### src/rtl/bkup_pkg.sv
package bkup_pkg;

    // Bit positions of the synchronized flag vector
    localparam int unsigned FLG_MAIN_OK  = 0;
    localparam int unsigned FLG_MAIN_GT  = 1;
    localparam int unsigned FLG_BAT_OK   = 2;
    localparam int unsigned FLG_COUNT    = 3;

    typedef enum logic [1:0] {
        SRC_MAIN        = 2'd0,
        SRC_GAP_TO_BAT  = 2'd1,
        SRC_BAT         = 2'd2,
        SRC_GAP_TO_MAIN = 2'd3
    } src_state_t;

    // Battery is demanded only when the main rail is both below the reset
    // threshold and below the battery, and the battery itself is usable.
    function automatic logic bat_demand(input logic [FLG_COUNT-1:0] flg);
        return (!flg[FLG_MAIN_OK]) && (!flg[FLG_MAIN_GT]) && flg[FLG_BAT_OK];
    endfunction

endpackage

### src/rtl/bkup_flag_sync.sv
module bkup_flag_sync #(
    parameter int unsigned WIDTH  = 3,
    parameter int unsigned STAGES = 2
) (
    input  logic             clk_i,
    input  logic             rst_ni,
    input  logic [WIDTH-1:0] async_i,
    output logic [WIDTH-1:0] sync_o
);

    logic [WIDTH-1:0] chain [STAGES];

    for (genvar s = 0; s < STAGES; s++) begin : g_stage
        if (s == 0) begin : g_first
            always_ff @(posedge clk_i or negedge rst_ni) begin
                if (!rst_ni) chain[s] <= '0;
                else         chain[s] <= async_i;
            end
        end else begin : g_next
            always_ff @(posedge clk_i or negedge rst_ni) begin
                if (!rst_ni) chain[s] <= '0;
                else         chain[s] <= chain[s-1];
            end
        end
    end

    assign sync_o = chain[STAGES-1];

endmodule

### src/rtl/bkup_gap_timer.sv
module bkup_gap_timer #(
    parameter int unsigned DEAD_CYCLES = 4
) (
    input  logic clk_i,
    input  logic rst_ni,
    input  logic load_i,
    output logic done_o
);

    localparam int unsigned CNT_W = $clog2(DEAD_CYCLES + 1);
    localparam logic [CNT_W-1:0] LOAD_VAL = CNT_W'(DEAD_CYCLES - 1);

    logic [CNT_W-1:0] cnt_q;

    always_ff @(posedge clk_i or negedge rst_ni) begin
        if (!rst_ni)           cnt_q <= '0;
        else if (load_i)       cnt_q <= LOAD_VAL;
        else if (cnt_q != '0)  cnt_q <= cnt_q - 1'b1;
    end

    assign done_o = (cnt_q == '0);

endmodule

### src/rtl/bkup_switch_ctrl.sv
module bkup_switch_ctrl
    import bkup_pkg::*;
#(
    parameter int unsigned SYNC_STAGES = 2,
    parameter int unsigned DEAD_CYCLES = 4
) (
    input  logic clk_i,
    input  logic rst_ni,
    input  logic main_ok_i,
    input  logic main_gt_bat_i,
    input  logic bat_ok_i,
    output logic main_en_o,
    output logic bat_en_o,
    output logic bat_mode_o
);

    logic [FLG_COUNT-1:0] flg_raw;
    logic [FLG_COUNT-1:0] flg_s;
    logic                 want_bat;
    logic                 gap_load;
    logic                 gap_done;
    src_state_t           st_q;
    src_state_t           st_d;

    always_comb begin
        flg_raw              = '0;
        flg_raw[FLG_MAIN_OK] = main_ok_i;
        flg_raw[FLG_MAIN_GT] = main_gt_bat_i;
        flg_raw[FLG_BAT_OK]  = bat_ok_i;
    end

    bkup_flag_sync #(
        .WIDTH  (FLG_COUNT),
        .STAGES (SYNC_STAGES)
    ) u_sync (
        .clk_i   (clk_i),
        .rst_ni  (rst_ni),
        .async_i (flg_raw),
        .sync_o  (flg_s)
    );

    assign want_bat = bat_demand(flg_s);

    bkup_gap_timer #(
        .DEAD_CYCLES (DEAD_CYCLES)
    ) u_gap (
        .clk_i  (clk_i),
        .rst_ni (rst_ni),
        .load_i (gap_load),
        .done_o (gap_done)
    );

    // Next-state logic
    always_comb begin
        st_d     = st_q;
        gap_load = 1'b0;
        unique case (st_q)
            SRC_MAIN: begin
                if (want_bat) begin          // engage
                    st_d     = SRC_GAP_TO_BAT;
                    gap_load = 1'b1;
                end
            end
            SRC_GAP_TO_BAT: begin
                if (!want_bat) begin         // reverse
                    st_d     = SRC_GAP_TO_MAIN;
                    gap_load = 1'b1;
                end else if (gap_done) begin // settle-bat
                    st_d     = SRC_BAT;
                end
            end
            SRC_BAT: begin
                if (!want_bat) begin         // release
                    st_d     = SRC_GAP_TO_MAIN;
                    gap_load = 1'b1;
                end
            end
            SRC_GAP_TO_MAIN: begin
                if (want_bat) begin          // reverse
                    st_d     = SRC_GAP_TO_BAT;
                    gap_load = 1'b1;
                end else if (gap_done) begin // settle-main
                    st_d     = SRC_MAIN;
                end
            end
        endcase
    end

    // State register
    always_ff @(posedge clk_i or negedge rst_ni) begin
        if (!rst_ni) st_q <= SRC_MAIN;
        else         st_q <= st_d;
    end

    // Registered, glitch-free outputs aligned with the state register
    always_ff @(posedge clk_i or negedge rst_ni) begin
        if (!rst_ni) begin
            main_en_o  <= 1'b1;
            bat_en_o   <= 1'b0;
            bat_mode_o <= 1'b0;
        end else begin
            main_en_o  <= (st_d == SRC_MAIN);
            bat_en_o   <= (st_d == SRC_BAT);
            bat_mode_o <= (st_d == SRC_BAT);
        end
    end

endmodule

### config.mk
export PLATFORM = sky130hd
export DESIGN_NAME = bkup_switch_ctrl
export DESIGN_NICKNAME = d
export VERILOG_FILES = /design/src/rtl/bkup_pkg.sv /design/src/rtl/bkup_flag_sync.sv /design/src/rtl/bkup_gap_timer.sv /design/src/rtl/bkup_switch_ctrl.sv
export SDC_FILE = /design/constraint.sdc
export NUM_CORES = 1
export LEC_CHECK = 0
export CAP_MARGIN = 20
export CORE_UTILIZATION = 52
export CTS_CLUSTER_DIAMETER = 60
export DETAILED_ROUTE_END_ITERATION = 16
export DONT_BUFFER_PORTS = 1
export PLACE_DENSITY_LB_ADDON = 0.1
export SYNTH_ARGS = -nofsm -noshare
export SYNTH_HDL_FRONTEND = slang
export SYNTH_HIERARCHICAL = 1
export SYNTH_SLANG_ARGS = --single-unit
### constraint.sdc
create_clock -name clk_i -period 1.5 [get_ports clk_i]
set_input_delay 0.3 -clock clk_i [delete_from_list [all_inputs] [get_ports clk_i]]
set_output_delay 0.3 -clock clk_i [all_outputs]
set_load 0.05 [all_outputs]
==> run summary <==
Area of the multi-input gates -> 350 sq um
Flops & latches, synth -> 13
Worst slew pin tran -> 542 ps
Die Ht -> 38.2 microns
Storage cell area -> 327 sq um
CP Cell Sequence -> inv_2 > ha_4 > and2b_2 > o21a_1 > nor4b_2 > a21oi_1 > nor2_1
Clk slew on worst S/H paths -> 80 ps
Initial antenna violation count -> 0
Type of the worst setup path -> flip-flop to flip-flop
Final nets -> 79
Setup_tns -> 0 ps
Fin crit share -> 97.4%
Reg2reg setup slack -> 40 ps
YS warnings -> 6
Mapped Area -> 683 sq um
I/O Buffers -> 0
Diode count -> 0
Leakage power -> 0.366 nW
Initial Util -> 59.1%
Antenna Nets Post-Route -> 0
Post-DP HPWL -> 744 microns
Final WL -> 1010 microns
DR top layer -> met4
Layout cells sized above 1 -> 40.3%
Crit path buf inv count -> 1
Top cells by area, synth -> dfrtp_1 44%, ha_1 11%, buf_4 4.4%
Placed insts -> 73
Max Root-Sink Buffers -> 2
Leading area contributor after synthesis -> dfrtp_1
Die area -> 0.00146 sq mm
CTS tree -> yes
Layout area overhead -> 18.1%
Ports -> 8
Pin count of the biggest net entering global routing -> 14
Maximum vdd drop -> 1040 uV
Final Hold Vio Count -> 0
Pwr Density -> 2140 mW/mm^2
DRT Pass-1 Iters -> 3
WL/cell -> 12.4 microns
Filler Cell Count -> 78
Crit start category -> flip-flop
Syn_nets -> 70
Clk_skew -> 4.30 ps
RSZ-0062 raised after global routing -> true
Avg Cell Area, Syn -> 11.6 sq um
DRC -> 0
CTS H-tree depth -> 1
Vias in the first global route -> 434
Status -> finished clean
Routed vias/inst -> 5.31
Max-slew headroom -> 63.7%
Number of distinct library cells after synthesis -> 25
Worst Hold Class -> primary input to flip-flop
Inserted Clock Buffers -> 3
Most common cell after layout, fill and taps aside -> dfrtp_1
DRT met1 WL -> 408 microns
Critical Path RT -> 1710 ps
Final setup viols -> 0
Met3 wire len -> 38 microns
FMAX -> 685 MHz
CP delay by family, top -> simple AND/OR/NAND/NOR gates
Routed wl met2 -> 550 microns
CP Capture Type -> flip-flop
Worst skew pair latency -> 270 ps
Slowest stage delay, CP -> 370 ps
Iter 0 DRT Violations -> 3
TritonCTS Sinks -> 13
Crit Path Max Fanout -> 4
First-pass GRT wire length -> 1720 microns
Via count -> 430
Gpl congestion -> 0.806
Critical Path AT -> 1670 ps
Tmin final -> 1460 ps
Max Cap Violations -> 0
Register area share after synthesis -> 47.8%
Most frequent cells in the layout -> 12 x dfrtp_1, 8 x buf_4, 6 x nor2_1
Core area -> 0.00116 sq mm
Tot GR Track Use -> 18.3%
# rows -> 12
Pins Over Slew Limit -> 0
Mapped Cells -> 59
Fin cells -> 81
CTS root buffer -> clkbuf_4
Die Wd -> 38.2 microns
Area share of the largest cell type after synthesis -> 44.0%
Crit path max-delay cell type -> dfrtp_1
Total global routing overflow -> 0
[per-stage QoR]
| step | util [%] | hold WS, ps | setup slack, ps | cell area [sq um] | power (mW) |
|---|---|---|---|---|---|
| 2_1_floorplan | - | 4.41 | 12.1 | 691 | 1.17 |
| 3_3_place_gp | 60.9 | 4.66 | -10.7 | 704 | 1.30 |
| 3_5_place_dp | 60.9 | 4.60 | -55.5 | 704 | 1.34 |
| 4_1_cts | 67.1 | 41.3 | 3.16 | 776 | 1.62 |
| 5_1_grt | 69.8 | 35.2 | -110 | 807 | 1.87 |
| 6_report | 69.8 | 55.9 | 39.3 | 807 | 1.72 |
[layer usage]
layer	up-vias	global-route usage (%)
met5	-	0
met1	211	22.6
met4	0	13.4
li1	210	-
met2	7	29.7
met3	2	1.74
[worst paths after layout]
path                                      start  cells after the start          endpoint
worst min register to register  u_sync/chain[4]                      0  u_sync/sync_o[1]
max in group asynchronous                rst_ni                      1         main_en_o
worst min-delay path              main_gt_bat_i                      0   u_sync/chain[4]
min in group asynchronous                rst_ni                      1    u_gap/cnt_q[0]
worst max register to register   u_gap/cnt_q[0]                      7         main_en_o
worst max-delay path             u_gap/cnt_q[0]                      7         main_en_o
[area by class of cell]
type                            instances  share of cell area [%]
Multi-Input combinational cell         37                    43.4
Inverter                                4                    1.86
Clock inverter                          1                   0.620
Tap cell                               14                    2.17
Clock buffer                            3                    2.79
Timing Repair Buffer                    9                    8.68
Sequential cell                        13                    40.5
[logic make-up (layout without fill, tap and decap cells)]
| logic type | count (synthesis) | after routing | share of synthesized area (%) |
|---|---|---|---|
| and+or+nand+nor | 17 | 17 | 16.1 |
| DFF | 13 | 13 | 47.8 |
| AOI/OAI and AO/OA | 11 | 11 | 12.6 |
| buffers and inverters | 9 | 17 | 8.24 |
| adders and majority gates | 6 | 6 | 11.0 |
| muxes | 2 | 2 | 2.93 |
| xor gates and xnor gates | 1 | 1 | 1.28 |
[flip-flops by register name, indices dropped and copies added, names as in the netlist]
signal         cells
u_sync/chain       3
u_gap/cnt_q        3
u_sync/sync_o      3
bat_mode_o         1
st_q               2
main_en_o          1
[synth_stat cells]
cell type and number:
o21ai_0 1, nor2b_1 3, nor3_4 1, and2_1 1
mux2i_1 2, a21oi_1 2, o21ai_2 1, buf_4 4
nand2_1 1, and2b_2 1, or3b_1 2, xnor2_1 1
a221oi_2 1, buf_6 1, dfstp_2 1, ha_1 6
o21a_1 1, a2bb2oi_1 1, or2b_1 1, o21bai_1 3
dfrtp_1 12, nor4b_1 1, a21oi_2 1, nor2_1 6
inv_1 4
[report_power, final]
| group | internal, mW | switching, mW | leakage (nW) |
|---|---|---|---|
| clock network | 0.0986 | 0.108 | 0.0177 |
| logic | 0.463 | 0.516 | 0.198 |
| registers | 0.448 | 0.0901 | 0.151 |
[repair_timing]
action                                  in CTS  in global routing
buffers inserted                             2                  1
hold buffers                                 1                  0
gates resized for setup                      5                  6
hold endpoints to repair                    13                  0
pin swaps                                    3                  2
endpoints found under the setup margin       3                  5
No activity file was read; power rests on OpenSTA's default activity.
